## config.mk

```make
export PLATFORM = sky130hd
export DESIGN_NAME = conv_sequencer
export DESIGN_NICKNAME = d
export VERILOG_FILES = /design/src/rtl/cseq_pkg.sv /design/src/rtl/cseq_setup_store.sv /design/src/rtl/cseq_fifo.sv /design/src/rtl/cseq_fsm.sv /design/src/rtl/conv_sequencer.sv
export SDC_FILE = /design/constraint.sdc
export NUM_CORES = 1
export LEC_CHECK = 0
export ABC_CLOCK_PERIOD_IN_PS = 5000
export BUFFER_PORTS_ARGS = -buffer_cell sky130_fd_sc_hd__buf_2
export CORE_UTILIZATION = 36
export CTS_BUF_LIST = sky130_fd_sc_hd__clkbuf_16
export CTS_CLUSTER_SIZE = 12
export DETAILED_ROUTE_END_ITERATION = 6
export PLACE_DENSITY_LB_ADDON = 0.08
export SKIP_LAST_GASP = 1
export SLEW_MARGIN = 20
export SYNTH_ARGS = -nofsm -noshare
export SYNTH_HDL_FRONTEND = slang
export SYNTH_SLANG_ARGS = --single-unit
```

## constraint.sdc

```tcl
create_clock -name clk -period 5 [get_ports clk]
set_clock_uncertainty 0.1 [all_clocks]
set_input_delay 0 -clock clk [delete_from_list [all_inputs] [get_ports clk]]
set_output_delay 0 -clock clk [all_outputs]
set_load 0.02 [all_outputs]
```

## src/rtl/cseq_pkg.sv

```systemverilog
// Shared constants and types for the conversion instruction sequencer.
// Assumes an 8-bit command word and 12-bit instructions.
package cseq_pkg;
    localparam int SETUP_W      = 12;
    localparam int CMD_W        = 8;
    localparam int CMD_GO_BIT   = 7;
    localparam int CMD_SCAN_BIT = 6;
    localparam int CMD_PTR_LSB  = 3;

    typedef enum logic [1:0] {
        SQ_IDLE  = 2'd0,
        SQ_ISSUE = 2'd1,
        SQ_WAIT  = 2'd2,
        SQ_HOLD  = 2'd3
    } sq_state_t;
endpackage

```

## src/rtl/cseq_setup_store.sv

```systemverilog
// Instruction store and control word. Two instructions share each
// register word (lower half = odd-numbered instruction); the control
// word follows the last pair. Assumes NUM_SETUP is even.
module cseq_setup_store
    import cseq_pkg::*;
#(
    parameter int NUM_SETUP = 8,
    parameter int ADDR_W    = 3,
    parameter int IDX_W     = 3
) (
    input  logic                   clk,
    input  logic                   rst_n,
    input  logic                   wr_en,
    input  logic [ADDR_W-1:0]      addr,
    input  logic [2*SETUP_W-1:0]   wdata,
    output logic [2*SETUP_W-1:0]   rdata,
    input  logic [IDX_W-1:0]       sel_idx,
    output logic [SETUP_W-1:0]     sel_setup,
    output logic [IDX_W-1:0]       depth_m1,
    output logic                   loop_en
);
    localparam int NUM_REG   = NUM_SETUP / 2;
    localparam int CTRL_ADDR = NUM_REG;
    localparam int RD_W      = 2 * SETUP_W;

    logic [SETUP_W-1:0] setup_q [NUM_SETUP];
    logic [RD_W-1:0]    pair_word [NUM_REG];
    logic [IDX_W-1:0]   depth_q;
    logic               loop_q;

    // Instruction pair registers: load both halves of the addressed word.
    always_ff @(posedge clk) begin
        if (!rst_n) begin
            for (int i = 0; i < NUM_SETUP; i++) setup_q[i] <= '0;
        end else if (wr_en) begin
            for (int i = 0; i < NUM_REG; i++) begin
                if (addr == ADDR_W'(i)) begin
                    setup_q[2*i]   <= wdata[SETUP_W-1:0];
                    setup_q[2*i+1] <= wdata[RD_W-1:SETUP_W];
                end
            end
        end
    end

    // Control word register: scan length minus one and continuous bit.
    always_ff @(posedge clk) begin
        if (!rst_n) begin
            depth_q <= '0;
            loop_q  <= 1'b0;
        end else if (wr_en && addr == ADDR_W'(CTRL_ADDR)) begin
            depth_q <= wdata[IDX_W-1:0];
            loop_q  <= wdata[IDX_W];
        end
    end

    // Rebuild each stored word from its two instruction halves.
    generate
        for (genvar g = 0; g < NUM_REG; g++) begin : g_pair
            assign pair_word[g] = {setup_q[2*g+1], setup_q[2*g]};
        end
    endgenerate

    // Readback multiplexer over instruction words and the control word.
    always_comb begin
        rdata = '0;
        for (int i = 0; i < NUM_REG; i++) begin
            if (addr == ADDR_W'(i)) rdata = pair_word[i];
        end
        if (addr == ADDR_W'(CTRL_ADDR)) rdata = RD_W'({loop_q, depth_q});
    end

    assign sel_setup = setup_q[sel_idx];
    assign depth_m1  = depth_q;
    assign loop_en   = loop_q;

    // a control write lands in the scan-length field one cycle later.
    a_r1_ctrl_write: assert property (@(posedge clk) disable iff (!rst_n)
        (wr_en && addr == ADDR_W'(CTRL_ADDR)) |=> (depth_m1 == $past(wdata[IDX_W-1:0])));
endmodule

```

## src/rtl/cseq_fifo.sv

```systemverilog
// Result queue with show-ahead output. A synchronous clear empties it
// and takes priority over push and pop. Pop on empty is ignored.
module cseq_fifo #(
    parameter int DEPTH = 8,
    parameter int W     = 24
) (
    input  logic         clk,
    input  logic         rst_n,
    input  logic         clr,
    input  logic         push,
    input  logic         pop,
    input  logic [W-1:0] din,
    output logic [W-1:0] dout,
    output logic         empty
);
    localparam int PTR_W = (DEPTH > 1) ? $clog2(DEPTH) : 1;
    localparam int CNT_W = $clog2(DEPTH + 1);

    logic [W-1:0]     mem [DEPTH];
    logic [PTR_W-1:0] wptr_q, rptr_q;
    logic [CNT_W-1:0] cnt_q;
    logic             full, do_pop, do_push;

    assign empty   = (cnt_q == '0);
    assign full    = (cnt_q == CNT_W'(DEPTH));
    assign do_pop  = pop && !empty;
    assign do_push = push && (!full || do_pop);
    assign dout    = mem[rptr_q];

    // Storage write at the tail.
    always_ff @(posedge clk) begin
        if (do_push && !clr) mem[wptr_q] <= din;
    end

    // Pointer and occupancy update with wrap at DEPTH.
    always_ff @(posedge clk) begin
        if (!rst_n || clr) begin
            wptr_q <= '0;
            rptr_q <= '0;
            cnt_q  <= '0;
        end else begin
            if (do_push) wptr_q <= (wptr_q == PTR_W'(DEPTH-1)) ? '0 : wptr_q + PTR_W'(1);
            if (do_pop)  rptr_q <= (rptr_q == PTR_W'(DEPTH-1)) ? '0 : rptr_q + PTR_W'(1);
            cnt_q <= cnt_q + CNT_W'(do_push) - CNT_W'(do_pop);
        end
    end

    // the sequencer never pushes into a full queue without a pop.
    a_r5_no_overflow: assert property (@(posedge clk) disable iff (!rst_n)
        push |-> (!full || pop));
    // a clear leaves the queue empty.
    a_r7_clr_empties: assert property (@(posedge clk) disable iff (!rst_n)
        clr |=> empty);
    // occupancy stays within the depth.
    a_r7_count_bound: assert property (@(posedge clk) disable iff (!rst_n)
        cnt_q <= CNT_W'(DEPTH));
endmodule

```

## src/rtl/cseq_fsm.sv

```systemverilog
// Run controller: accepts commands while idle, issues one start per
// instruction, pushes each result, raises the completion flag, and in
// continuous mode waits for an empty queue before repeating.
module cseq_fsm
    import cseq_pkg::*;
#(
    parameter int IDX_W = 3
) (
    input  logic             clk,
    input  logic             rst_n,
    input  logic             cmd_valid,
    input  logic [CMD_W-1:0] cmd_code,
    input  logic [IDX_W-1:0] depth_m1,
    input  logic             loop_en,
    input  logic             conv_done,
    input  logic             fifo_empty,
    input  logic             rd_en,
    output logic             conv_start,
    output logic [IDX_W-1:0] idx,
    output logic             fifo_push,
    output logic             fifo_clr,
    output logic             scan_done,
    output logic             busy
);
    sq_state_t        state_q, state_d;
    logic [IDX_W-1:0] idx_q, idx_d;
    logic             scan_q, scan_d;
    logic             done_q;
    logic             accept, is_last, pop_ok;

    assign accept  = (state_q == SQ_IDLE) && cmd_valid && cmd_code[CMD_GO_BIT]
                     && (cmd_code[CMD_PTR_LSB-1:0] == '0);
    assign is_last = !scan_q || (idx_q == depth_m1);
    assign pop_ok  = rd_en && !fifo_empty && !accept;

    // Next-state and instruction index selection.
    always_comb begin
        state_d = state_q;
        idx_d   = idx_q;
        scan_d  = scan_q;
        unique case (state_q)
            SQ_IDLE: begin
                if (accept) begin
                    state_d = SQ_ISSUE;
                    scan_d  = cmd_code[CMD_SCAN_BIT];
                    idx_d   = cmd_code[CMD_SCAN_BIT] ? '0 : cmd_code[CMD_PTR_LSB +: IDX_W];
                end
            end
            SQ_ISSUE: state_d = SQ_WAIT;
            SQ_WAIT: begin
                if (conv_done) begin
                    if (is_last) begin
                        state_d = (scan_q && loop_en) ? SQ_HOLD : SQ_IDLE;
                    end else begin
                        idx_d   = idx_q + IDX_W'(1);
                        state_d = SQ_ISSUE;
                    end
                end
            end
            SQ_HOLD: begin
                if (!loop_en) begin
                    state_d = SQ_IDLE;
                end else if (fifo_empty) begin
                    state_d = SQ_ISSUE;
                    idx_d   = '0;
                end
            end
            default: state_d = SQ_IDLE;
        endcase
    end

    // State, index and mode registers.
    always_ff @(posedge clk) begin
        if (!rst_n) begin
            state_q <= SQ_IDLE;
            idx_q   <= '0;
            scan_q  <= 1'b0;
        end else begin
            state_q <= state_d;
            idx_q   <= idx_d;
            scan_q  <= scan_d;
        end
    end

    // Completion flag: cleared by accept, set on last push, cleared by a read.
    always_ff @(posedge clk) begin
        if (!rst_n)                   done_q <= 1'b0;
        else if (accept)              done_q <= 1'b0;
        else if (fifo_push && is_last) done_q <= 1'b1;
        else if (pop_ok)              done_q <= 1'b0;
    end

    assign conv_start = (state_q == SQ_ISSUE);
    assign idx        = idx_q;
    assign fifo_push  = (state_q == SQ_WAIT) && conv_done;
    assign fifo_clr   = accept;
    assign scan_done  = done_q;
    assign busy       = (state_q != SQ_IDLE);

    // the start strobe lasts one cycle.
    a_r6_start_pulse: assert property (@(posedge clk) disable iff (!rst_n)
        conv_start |=> !conv_start);
    // a non-final completion launches the next conversion at once.
    a_r6_next_after_done: assert property (@(posedge clk) disable iff (!rst_n)
        (state_q == SQ_WAIT && conv_done && !is_last) |=> conv_start);
    // while a conversion runs, index and state hold regardless of commands.
    a_r3_run_undisturbed: assert property (@(posedge clk) disable iff (!rst_n)
        (state_q == SQ_WAIT && !conv_done) |=> ($stable(idx_q) && state_q == SQ_WAIT));
    // a single run ends idle with the flag raised.
    a_r4_single_once: assert property (@(posedge clk) disable iff (!rst_n)
        (state_q == SQ_WAIT && conv_done && !scan_q) |=> (!busy && scan_done));
    // a read with no completion in the same cycle drops the flag.
    a_r8_read_clears: assert property (@(posedge clk) disable iff (!rst_n)
        (pop_ok && !(fifo_push && is_last)) |=> !scan_done);
    // no restart while unread results remain.
    a_r9_hold_waits: assert property (@(posedge clk) disable iff (!rst_n)
        (state_q == SQ_HOLD && !fifo_empty) |=> !conv_start);
endmodule

```

## src/rtl/conv_sequencer.sv

```systemverilog
// Top of the conversion instruction sequencer. Connects the instruction
// store, the run controller and the result queue. The queue depth equals
// the number of stored instructions, so a full scan always fits.
module conv_sequencer
    import cseq_pkg::*;
#(
    parameter int NUM_SETUP = 8,
    parameter int CH_W      = 2,
    parameter int RES_W     = 24
) (
    input  logic                               clk,
    input  logic                               rst_n,
    input  logic                               reg_wr,
    input  logic [$clog2(NUM_SETUP/2+1)-1:0]   reg_addr,
    input  logic [2*SETUP_W-1:0]               reg_wdata,
    output logic [2*SETUP_W-1:0]               reg_rdata,
    input  logic                               cmd_valid,
    input  logic [CMD_W-1:0]                   cmd_code,
    output logic                               conv_start,
    output logic [CH_W-1:0]                    conv_chan,
    output logic [SETUP_W-CH_W-1:0]            conv_opts,
    input  logic                               conv_done,
    input  logic [RES_W-1:0]                   conv_data,
    input  logic                               rd_en,
    output logic [RES_W-1:0]                   rd_data,
    output logic                               fifo_empty,
    output logic                               scan_done,
    output logic                               busy
);
    localparam int IDX_W  = $clog2(NUM_SETUP);
    localparam int ADDR_W = $clog2(NUM_SETUP/2 + 1);

    logic [IDX_W-1:0]   run_idx, depth_m1;
    logic [SETUP_W-1:0] cur_setup;
    logic               loop_en, push, clr;

    cseq_setup_store #(
        .NUM_SETUP (NUM_SETUP),
        .ADDR_W    (ADDR_W),
        .IDX_W     (IDX_W)
    ) u_store (
        .clk       (clk),
        .rst_n     (rst_n),
        .wr_en     (reg_wr),
        .addr      (reg_addr),
        .wdata     (reg_wdata),
        .rdata     (reg_rdata),
        .sel_idx   (run_idx),
        .sel_setup (cur_setup),
        .depth_m1  (depth_m1),
        .loop_en   (loop_en)
    );

    cseq_fsm #(
        .IDX_W (IDX_W)
    ) u_fsm (
        .clk        (clk),
        .rst_n      (rst_n),
        .cmd_valid  (cmd_valid),
        .cmd_code   (cmd_code),
        .depth_m1   (depth_m1),
        .loop_en    (loop_en),
        .conv_done  (conv_done),
        .fifo_empty (fifo_empty),
        .rd_en      (rd_en),
        .conv_start (conv_start),
        .idx        (run_idx),
        .fifo_push  (push),
        .fifo_clr   (clr),
        .scan_done  (scan_done),
        .busy       (busy)
    );

    cseq_fifo #(
        .DEPTH (NUM_SETUP),
        .W     (RES_W)
    ) u_fifo (
        .clk   (clk),
        .rst_n (rst_n),
        .clr   (clr),
        .push  (push),
        .pop   (rd_en),
        .din   (conv_data),
        .dout  (rd_data),
        .empty (fifo_empty)
    );

    assign conv_chan = cur_setup[CH_W-1:0];
    assign conv_opts = cur_setup[SETUP_W-1:CH_W];
endmodule

```

==> results of run 1 <==
-- registers in the layout (all words and copies together), names as in the netlist, named ones only --
name	cells
u_fifo.mem	192
u_store.setup_q	96
u_fifo.cnt_q	4
u_fifo.rptr_q	3
u_fifo.wptr_q	3
u_fsm.idx	3
u_store.depth_m1	3
u_fsm.state_q	2
u_fsm.scan_done	1
u_fsm.scan_q	1
u_store.loop_en	1
-- cell type report --
cell class | instances | area share, %
clock inverters | 28 | 1.65
inverters | 39 | 0.884
multi-input cells | 383 | 24.0
clock buffers | 38 | 5.74
flip-flops and latches | 315 | 55.5
well taps | 468 | 3.53
repair buffers | 211 | 8.68
-- report_power, final --
group	internal [mW]	switching (mW)
clock network	1.64	1.04
logic	0.478	0.487
registers	2.96	0.0906
-- layout by cell type (no fill, tap or decap), types with 2 or more instances in the layout --
master,count
edfxtp_1,288
nand3_1,11
nor2_2,2
clkinv_1,9
mux4_2,96
xnor2_1,4
a31oi_1,2
ha_1,10
clkinv_2,6
mux2_2,36
o21ai_0,11
dfxtp_1,24
nor3_2,2
nand2_1,41
nor3b_2,5
nor2_1,92
clkbuf_16,38
nor2b_1,28
dfxtp_2,2
inv_1,45
mux2i_1,8
and3_1,2
nand2_2,2
nand2b_1,3
buf_2,128
buf_4,17
a21oi_1,7
bufinv_16,5
dlygate4sd3_1,65
-- critical path: cells and delay by family (launching register included) --
kind | cells | cell delay, ps
buf+inv | 1 | 170
mux | 2 | 910
flops | 1 | 970
-- cells by family (layout without fill, tap and decap cells) --
kind of cell	Yosys count	count (layout)	share of synthesized area [%]
compound gates	31	31	1.59
xor+xnor	5	5	0.325
fa+ha+maj	11	11	1.08
buf+inv	85	316	2.64
mux	140	140	19.6
flops	315	315	68.1
simple gates	196	196	6.59
-- metrics by stage --
stage | hold WS (ps) | instance area (µm²) | utilization (%)
finish | 32.2 | 16600 | 45.1
global placement | 157 | 14700 | 40.0
floorplan | -1.13 | 13500 | -
CTS | 9.41 | 16500 | 45.1
global route | 26.5 | 16600 | 45.1
detailed placement | 173 | 14700 | 40.0
-- worst max path at each step --
stage | from | endpoint | slack (ps)
after floorplan | u_fifo.cnt_q[2] | u_fifo.mem[3][0] | 1490
after global placement | u_fsm.state_q[1] | u_fifo.mem[3][20] | 2380
after detailed placement | u_fsm.state_q[1] | u_fifo.mem[3][17] | 2250
after CTS | register | rd_data[8] | 2140
after global routing | u_fsm.state_q[1] | u_fifo.mem[3][17] | 2020
final | register | conv_opts[9] | 2300
-- what timing repair did --
item                                   in CTS  in global routing
buffers inserted                            0                  0
hold buffers                               65                  0
endpoints found under the hold margin     313                  0
-- per-layer routing --
metal	GRT usage (%)	share of wire [%]	wire length [µm]
met4	4.93	2.0	607
met5	0	0	0
met3	2.56	4.1	1250
met1	20.2	42	12900
met2	29.4	52	15900
==> results.md, run 1 <==
* Run status: finished clean
* Placed Cells at 1350
* Horiz. Die Dim at 196 µm
* Synth Net Count at 859
* Remaining global-route overflow at 0
* Starting DRC count in detailed routing at 406
* Cell Pwr Density at 404 mW/mm²
* Core footprint at 0.0367 mm²
* Quantity of gates resized following cts at 0
* # port buffers at 128
* EDFF count, synth at 288
* Worst EP arrival at 2600 ps
* Setup violators final at 0
* Startpoint of the most critical register-to-register path: u_fsm.state_q[1]
* H-Tree Level Count at 2
* Buffer levels on the longest clock path at 3
* Final Net Count at 1063
* Mapped Cells at 783
* Area of the multi-input gates at 0.00398 mm²
* Kind of end point of the critical path: output port
* Static leakage at 5.80 nW
* Max transition margin at 32.1%
* IO Pins at 129
* Crit start category: register
* Area delta synth->final at 22.9%
* CP required at 4900 ps
* Total negative slack at 0 ps
* Clock tree from TritonCTS: built
* Post-CTS clock slew at the launch and capture registers of the worst setup and hold paths at 60 ps
* Worst-margin pin slew at 1010 ps
* Worst min path class: in -> reg
* Global-route usage over all layers at 16.3%
* WL/cell at 20.7 µm
* Commonest cells in the synthesized netlist: edfxtp_1, mux4_2, nor2_1
* Starting Density at 36.7%
* Sequential cell area fraction in the yosys report at 68.1%
* Total power draw at 6.70 mW
* Post-route ant nets at 0
* Global-route wire length before repair at 46900 µm
* Kind of critical path: reg -> out
* Worst Slack Setup Final at 2300 ps
* Number of antenna cells inserted at 0
* Maximum number of pins on one net before global-route repair at 49
* Share of flip-flops with an asynchronous set or reset at 0%
* Total number of yosys warnings at 0
* Dominant cells by area after synthesis: edfxtp_1, mux4_2, dfxtp_1
* Syn Std Cell Area at 0.0135 mm²
* Finished Layout Cells at 1482
* Hold Fails Final Rpt at 0
* Latest clock arrival within the worst-skew pair at 520 ps
* Final cycle utilization of the critical path at 54.0%
* Unique cell type count in the Yosys netlist at 45
* Endpoint, Worst Hold: u_fsm.state_q[0]
* Endpoint of the worst-slack reg-to-reg timing path: u_fifo.mem[5][17]
* Number of synthesized register bits at 315
* Vias in the first global route at 8134
* Drt via density at 5.06
* Root Buffer: clkbuf_16
* Area enclosed by the die boundary at 0.0382 mm²
* Chip Height at 196 µm
* Minimum clock period at 2700 ps
* Max Clock Freq at 371 MHz
* Filler cell count in the final layout at 3226
* Total length of routed wires at 30600 µm
* Slew Limit Fails at 0
* Post-route DRC at 0
* Worst path max stage delay at 970 ps
* Number of buffers added by the clock tree synthesis step at 37
* Max-cap viol count at 0
* Post-synthesis cell type with the largest combined area: edfxtp_1
* Number of antenna violations at the first check in global routing at 0
* CP Cell Sequence: mux4_2 > mux2_2 > buf_2
* Hold Startpoint: cmd_code[2]
* Cell with the biggest individual delay on the critical path: dfxtp_2
* Hpwl dp at 18200 µm
* Number of rows created at floorplan at 70
* Average instance area after synthesis at 17.2 µm²
* RSZ-0062 raised after global routing: no
* Post-place setup slack at 2250 ps
* Flip-flop and latch area at 0.00920 mm²
* Slack of the worst reg-to-reg path at 2310 ps
* Prevailing post-synth register cell: edfxtp_1
* Layout cells sized above 1 at 34.2%
* Weighted congestion at the end of routability-driven global placement at 0.769
* Total number of vias at 7497
* Clk sink count at 315
* Most common cell in the netlist: edfxtp_1
* Path depth of the worst reg2reg path at 6
* Cells on Worst Hold Path at 4
* Worst VDD drop at 304 µV
* Detailed-routing iteration count for the pre-antenna-repair pass at 4
* Area fraction of the dominant cell type after synthesis at 64.1%
* Top fanout value on the critical path at 24
Note: power is estimated with default switching activity, not from simulation.
==> run 2: changes to the inputs <==
- ABC_AREA: unset -> 1
- ABC_CLOCK_PERIOD_IN_PS: 5000 -> 2400
- clock period: 5 -> 2.4 ns (I/O delays scaled with it)
==> results.md, run 2 <==
* Sequential cell area fraction in the yosys report at 66.4% (was 68.1%)
* Global-route usage over all layers at 19.6% (was 16.3%)
* Cell Pwr Density at 964 mW/mm² (was 404 mW/mm²)
* Kind of critical path: reg -> out (unchanged)
* Max-cap viol count at 0 (unchanged)
* Vias in the first global route at 10200 (was 8134)
* Number of antenna cells inserted at 0 (unchanged)
* Max reg flops at 192 (unchanged)
* Root Buffer: clkbuf_16 (unchanged)
* Average instance area after synthesis at 10.7 µm² (was 17.2 µm²)
* Maximum number of pins on one net before global-route repair at 67 (was 49)
* Number of antenna violations at the first check in global routing at 0 (unchanged)
* Number of buffers added by the clock tree synthesis step at 37 (unchanged)
* Area enclosed by the die boundary at 0.0392 mm² (was 0.0382 mm²)
* Syn Std Cell Area at 0.0138 mm² (was 0.0135 mm²)
* Post-CTS clock slew at the launch and capture registers of the worst setup and hold paths at 60 ps (about the same)
* Commonest cells in the synthesized netlist: edfxtp_1, nor2_1, nand2_1 (was edfxtp_1, mux4_2, nor2_1)
* # port buffers at 128 (unchanged)
* Cells on Worst Hold Path at 8 (was 4)
* Combinational cell fraction of total power at 27.5% (was 14.4%)
* Crit start category: register (unchanged)
* Clk sink count at 315 (unchanged)
* Worst-margin pin slew at 511 ps (was 1010 ps)
* Prevailing post-synth register cell: edfxtp_1 (unchanged)
* Total length of routed wires at 37700 µm (was 30600 µm)
* Minimum clock period at 2340 ps
* Register share of total power at 39.0% (was 45.6%)
* Mapped Cells at 1290 (was 783)
* Post-route DRC at 0 (unchanged)
* Detailed-routing iteration count for the pre-antenna-repair pass at 5 (was 4)
* Clock network fraction of design power at 33.5% (was 40.0%)
* Remaining global-route overflow at 0 (unchanged)
* Total cell area at the placement stage at 0.0152 mm² (was 0.0147 mm²)
* Unique cell type count in the Yosys netlist at 36 (was 45)
* Global-route wire length before repair at 58100 µm (was 46900 µm)
* Cell with the biggest individual delay on the critical path: dfxtp_1 (was dfxtp_2)
* Starting Density at 36.6% (was 36.7%)
* Commonest non-fill, non-tap cells in the layout: edfxtp_1, nor2_1, nand2_1, buf_2, o21ai_0 (was edfxtp_1, buf_2, mux4_2, nor2_1, dlygate4sd3_1)
* Weighted congestion at the end of routability-driven global placement at 0.824 (was 0.769)
* Max transition margin at 65.9% (was 32.1%)
* Post-route design area at 0.0172 mm² (was 0.0166 mm²)
* Synth Net Count at 1366 (was 859)
* Dominant cells by area after synthesis: edfxtp_1, nor2_1, nand2_1 (was edfxtp_1, mux4_2, dfxtp_1)
* Switching Share at 32.6% (was 24.1%)
* WL/cell at 18.4 µm (was 20.7 µm)
* Most common cell in the netlist: edfxtp_1 (unchanged)
* Total power draw at 16.6 mW (was 6.70 mW)
* Number of synthesized register bits at 315 (unchanged)
* Commonest non-fill, non-tap cell in the layout: edfxtp_1 (unchanged)
* Static leakage at 6.65 nW (was 5.80 nW)
* Number of rows created at floorplan at 71 (was 70)
* Slew Limit Fails at 0 (unchanged)
* Total number of yosys warnings at 0 (unchanged)
* CP required at 2300 ps (was 4900 ps)
* EDFF count, synth at 288 (unchanged)
* Final cycle utilization of the critical path at 97.3%
* Total number of vias at 10200 (was 7497)
* Run status: finished clean (unchanged)
* Area fraction of the dominant cell type after synthesis at 62.5% (was 64.1%)
* Most numerous cell on the critical path: o21ai_0
* Worst min path class: in -> reg (unchanged)
* Hpwl dp at 24100 µm (was 18200 µm)
* Kind of end point of the critical path: output port (unchanged)
* Chip Height at 198 µm (was 196 µm)
* Starting DRC count in detailed routing at 656 (was 406)
* Core footprint at 0.0378 mm² (was 0.0367 mm²)
* Hold Fails Final Rpt at 0 (unchanged)
* Layout cells sized above 1 at 17.7% (was 34.2%)
* Setup violators final at 0 (unchanged)
* Worst VDD drop at 522 µV (was 304 µV)
* Share of flip-flops with an asynchronous set or reset at 0% (unchanged)
* Buffer levels on the longest clock path at 3 (unchanged)
* Path depth of the worst reg2reg path at 7 (was 6)
* Area delta synth->final at 24.4% (was 22.9%)
* IO Pins at 129 (unchanged)
* Drt via density at 4.98 (was 5.06)
* Register containing the most flip-flops in the final layout: u_fifo.mem (unchanged)
* H-Tree Level Count at 2 (unchanged)
* Clock tree from TritonCTS: built (unchanged)
* Worst EP arrival at 2240 ps (was 2600 ps)
* Internal at 11.2 mW (was 5.08 mW)
* Net Switching at 5.40 mW (was 1.61 mW)
* Post-synthesis cell type with the largest combined area: edfxtp_1 (unchanged)
* Top fanout value on the critical path at 46 (was 24)
* RSZ-0062 raised after global routing: no (unchanged)
* Max Clock Freq at 428 MHz
* Worst path max stage delay at 390 ps (was 970 ps)
* Latest clock arrival within the worst-skew pair at 530 ps (was 520 ps)
* Horiz. Die Dim at 198 µm (was 196 µm)
* CP Cell Sequence: buf_6 > o21ai_0 > o21ai_0 > a21oi_1 > a31oi_1 > buf_2 (was mux4_2 > mux2_2 > buf_2)
* Post-route ant nets at 0 (unchanged)
* Leading registers by flop count: u_fifo.mem (192), u_store.setup_q (96), u_fifo.cnt_q (4) (unchanged)
* Final Net Count at 1587 (was 1063)
## run 2: power by group through the flow
stage / sequential (mW) / combinational [mW] / clock, mW
after global routing: 6.50 / 5.05 / 5.89
after detailed placement: 6.57 / 4.45 / 0
after CTS: 6.46 / 4.57 / 5.69
after global placement: 6.57 / 4.46 / 0
final: 6.46 / 4.56 / 5.56
after floorplan: 6.48 / 3.01 / 0
## run 2: final timing paths
check / start / endpoint / slack, ps
setup / recovery: register / conv_opts[9] / 60
hold / removal: cmd_valid / u_fsm.idx[2] / 10
setup reg to reg: u_fsm.state_q[1] / u_fsm.scan_done / 180
hold reg to reg: u_fsm.scan_done / u_fsm.scan_done / 360
## run 2: area by class of cell
type | instances | area [µm²]
clock buffers | 41 | 1030
repair buffers | 255 | 1870
inverters | 109 | 413
multi-input cells | 793 | 3880
well taps | 511 | 639
clock inverters | 21 | 180
flip-flops and latches | 315 | 9190
fillers | 3579 | 20600
## run 2: critical path: cells and delay by family (launching register included)
family	cells	cell delay (ps)
buffers and inverters	2	590
flip-flops	1	390
AO/OA/AOI/OAI	4	730
## run 2: stage by stage
stage                     std cells  TNS (ps)  util (%)  hold slack, ps  setup slack (ps)
after floorplan                1290    -26020         -           -1.13              -182
after global placement         1907         0      40.3             196               294
after detailed placement       1907         0      40.3             192               268
after CTS                      2043         0      45.4          0.0874              20.6
after global routing           2045         0      45.6            79.7              16.6
final                          2045         0      45.6            11.1              63.6
## run 2: repair_timing
item	CTS	global route
endpoints found under the setup margin	1	9
hold buffers	74	0
setup buffers	0	2
hold endpoints to repair	315	0
gates resized for setup	1	4
## run 2: cells by family (layout without fill, tap and decap cells)
family	count (synthesis)	in the layout	share of synthesized area (%)
simple gates	497	497	14.3
flops	315	315	66.4
compound gates	282	282	12.3
buf+inv	182	426	5.76
fa+ha+maj	11	11	1.05
xor+xnor	3	3	0.190
## run 2: routing by layer
layer / vias to the layer above / routed length, µm / global-route usage [%]
li1: 4965 / - / -
met2: 265 / 18000 / 32.6
met1: 4897 / 17200 / 26.2
met5: - / 0 / 0
met4: 0 / 854 / 6.03
met3: 64 / 1690 / 2.93
==> run 3: changes to the inputs <==
- ABC_AREA: 1 -> 0
==> results.md, run 3 (synthesis gave the netlist of run 1 again) <==
* Kind of critical path: reg -> reg (was reg -> out)
* Buffer levels on the longest clock path at 3 (unchanged)
* Detailed-routing iteration count for the pre-antenna-repair pass at 4 (was 5)
* Setup violators final at 0 (unchanged)
* Max Clock Freq at 447 MHz (was 428 MHz)
* Number of antenna violations at the first check in global routing at 1 (was 0)
* Register containing the most flip-flops in the final layout: u_fifo.mem (unchanged)
* Post-route ant nets at 0 (unchanged)
* Latest clock arrival within the worst-skew pair at 510 ps (was 530 ps)
* Worst EP arrival at 2520 ps (was 2240 ps)
* Starting Density at 36.7% (was 36.6%)
* Wire length the detailed router placed on met1 at 12300 µm (was 17200 µm)
* Slack of the worst reg-to-reg path at 160 ps (was 180 ps)
* Internal at 10.2 mW (was 11.2 mW)
* Origin of the worst setup path: u_fifo.cnt_q[2]
* Startpoint of the most critical register-to-register path: u_fifo.cnt_q[2] (was u_fsm.state_q[1])
* Number of buffers added by the clock tree synthesis step at 37 (unchanged)
* Top fanout value on the critical path at 3 (was 46)
* WL/cell at 20.7 µm (was 18.4 µm)
* Worst path max stage delay at 410 ps (was 390 ps)
* Weighted congestion at the end of routability-driven global placement at 0.800 (was 0.824)
* CP required at 2680 ps (was 2300 ps)
* Final cycle utilization of the critical path at 93.2% (was 97.3%)
* Static leakage at 5.89 nW (was 6.65 nW)
* Clock network fraction of design power at 37.2% (was 33.5%)
* Max transition margin at 52.5% (was 65.9%)
* Crit start category: register (unchanged)
* Register share of total power at 46.3% (was 39.0%)
* Global-route usage over all layers at 16.8% (was 19.6%)
* Total power draw at 13.6 mW (was 16.6 mW)
* Total number of vias at 7630 (was 10200)
* Chip Height at 196 µm (was 198 µm)
* Horiz. Die Dim at 196 µm (was 198 µm)
* Run status: finished clean (unchanged)
* Capturing instance or port of the critical path: u_fifo.cnt_q[2] (was conv_opts[9])
* Path depth of the worst reg2reg path at 9 (was 7)
* Maximum number of pins on one net before global-route repair at 49 (was 67)
* Max-cap viol count at 0 (unchanged)
* Endpoint of the worst-slack reg-to-reg timing path: u_fifo.cnt_q[2] (was u_fsm.scan_done)
* Drt via density at 5.07 (was 4.98)
* Finished Layout Cells at 1504 (was 2045)
* Core footprint at 0.0367 mm² (was 0.0378 mm²)
* Worst path bufs/invs at 2 (unchanged)
* Commonest non-fill, non-tap cell in the layout: edfxtp_1 (unchanged)
* Hpwl dp at 20500 µm (was 24100 µm)
* Cell depth of the worst setup path at 9 (was 6)
* Cell Pwr Density at 809 mW/mm² (was 964 mW/mm²)
* Global-route wire length before repair at 48600 µm (was 58100 µm)
* Area enclosed by the die boundary at 0.0382 mm² (was 0.0392 mm²)
* H-Tree Level Count at 2 (unchanged)
* RSZ-0062 raised after global routing: no (unchanged)
* Worst VDD drop at 454 µV (was 522 µV)
* Starting DRC count in detailed routing at 412 (was 656)
* Met3 WL post-DR at 1430 µm (was 1690 µm)
* Worst-margin pin slew at 713 ps (was 511 ps)
* Remaining global-route overflow at 0 (unchanged)
* Layout cells sized above 1 at 35.7% (was 17.7%)
* Hold Fails Final Rpt at 0 (unchanged)
* Number of rows created at floorplan at 70 (was 71)
* Clock tree from TritonCTS: built (unchanged)
* Clk sink count at 315 (unchanged)
* Net Switching at 3.39 mW (was 5.40 mW)
* Placed Cells at 1374 (was 1907)
* Leading registers by flop count: u_fifo.mem (192), u_store.setup_q (96), u_fifo.cnt_q (4) (unchanged)
* Final Net Count at 1087 (was 1587)
* Slew Limit Fails at 0 (unchanged)
* Combinational cell fraction of total power at 16.5% (was 27.5%)
* Post-route DRC at 0 (unchanged)
* CP Cell Sequence: inv_1 > ha_1 > o2111ai_1 > nor2b_2 > ha_1 > inv_1 > fa_1 > xor2_1 > nor2_1 (was buf_6 > o21ai_0 > o21ai_0 > a21oi_1 > a31oi_1 > buf_2)
* CP top delay family: adder cells (was compound AO/OA/AOI/OAI gates)
* Commonest non-fill, non-tap cells in the layout: edfxtp_1, buf_2, mux4_2, nor2_1, dlygate4sd3_1 (was edfxtp_1, nor2_1, nand2_1, buf_2, o21ai_0)
* Root Buffer: clkbuf_16 (unchanged)
* Post-layout util at 45.8% (was 45.6%)
* Total length of routed wires at 31100 µm (was 37700 µm)
* IO Pins at 129 (unchanged)
* Switching Share at 24.9% (was 32.6%)
* Kind of end point of the critical path: register (was output port)
* Cell with the biggest individual delay on the critical path: fa_1 (was dfxtp_1)
* Area delta synth->final at 24.6% (was 24.4%)
* Minimum clock period at 2240 ps (was 2340 ps)
* Worst min path class: in -> reg (unchanged)
* Highest signal layer in the routed design: met4 (unchanged)
* Vias in the first global route at 8492 (was 10200)
* Post-CTS clock slew at the launch and capture registers of the worst setup and hold paths at 50 ps (was 60 ps)
* Met2 WL at 16700 µm (was 18000 µm)
* # port buffers at 128 (unchanged)
* Total negative slack at 0 ps (unchanged)
* Max reg flops at 192 (unchanged)
## run 3: metal layers
metal | track usage [%] | up-vias
met4 | 5.37 | 0
met5 | 0 | -
met1 | 19.5 | 3883
li1 | - | 3487
met2 | 31.1 | 206
met3 | 2.97 | 54
## run 3: how the worst min path moves through the flow
stage,endpoint,from,depth (start not counted),slack (ps)
2_1_floorplan,u_fifo.mem[0][0],conv_data[0],0,-1
3_5_place_dp,u_fifo.mem[2][0],conv_data[0],1,170
4_1_cts,u_fsm.state_q[0],cmd_code[0],4,5
3_3_place_gp,u_fifo.mem[1][16],conv_data[16],1,160
5_1_grt,u_store.depth_m1[1],reg_wr,5,40
6_report,u_store.depth_m1[1],reg_wr,5,30
## run 3: final cells by class
type	instances	area [µm²]
clock inverter	26	171
antenna	1	2.50
clock buffer	37	926
tap	468	586
timing repair buffer	235	1760
inverter	39	146
fill	3210	19900
multi-input combinational	383	4020
sequential	315	9200
## run 3: stage by stage
step | setup slack [ps] | hold WS, ps | cell area (µm²)
2_1_floorplan | -139 | -1.13 | 13500
4_1_cts | 8.70 | 5.17 | 16800
3_5_place_dp | 118 | 175 | 15000
5_1_grt | 37.5 | 44.8 | 16800
6_report | 164 | 25.8 | 16800
3_3_place_gp | 260 | 164 | 15000
## run 3: power by group through the flow
stage	logic (mW)	clock network [mW]	registers (mW)
global route	2.44	5.41	6.32
CTS	2.29	5.20	6.30
global placement	2.09	0	6.42
finish	2.25	5.05	6.30
floorplan	1.51	0	6.35
detailed placement	2.15	0	6.44
## run 3: what timing repair did
| action | in CTS | in global routing |
|---|---|---|
| gates resized for setup | 0 | 3 |
| setup buffers | 2 | 0 |
| endpoints found under the setup margin | 14 | 36 |
| hold buffers | 64 | 0 |
| endpoints found under the hold margin | 315 | 0 |
## run 3: worst reg2reg max path: cells and delay by family, from the launching register on
kind	cells	cell delay (ps)
buffers and inverters	2	140
AOI/OAI and AO/OA	1	230
xor gates and xnor gates	1	160
and+or+nand+nor	2	310
DFF	1	330
adders and majority gates	3	830
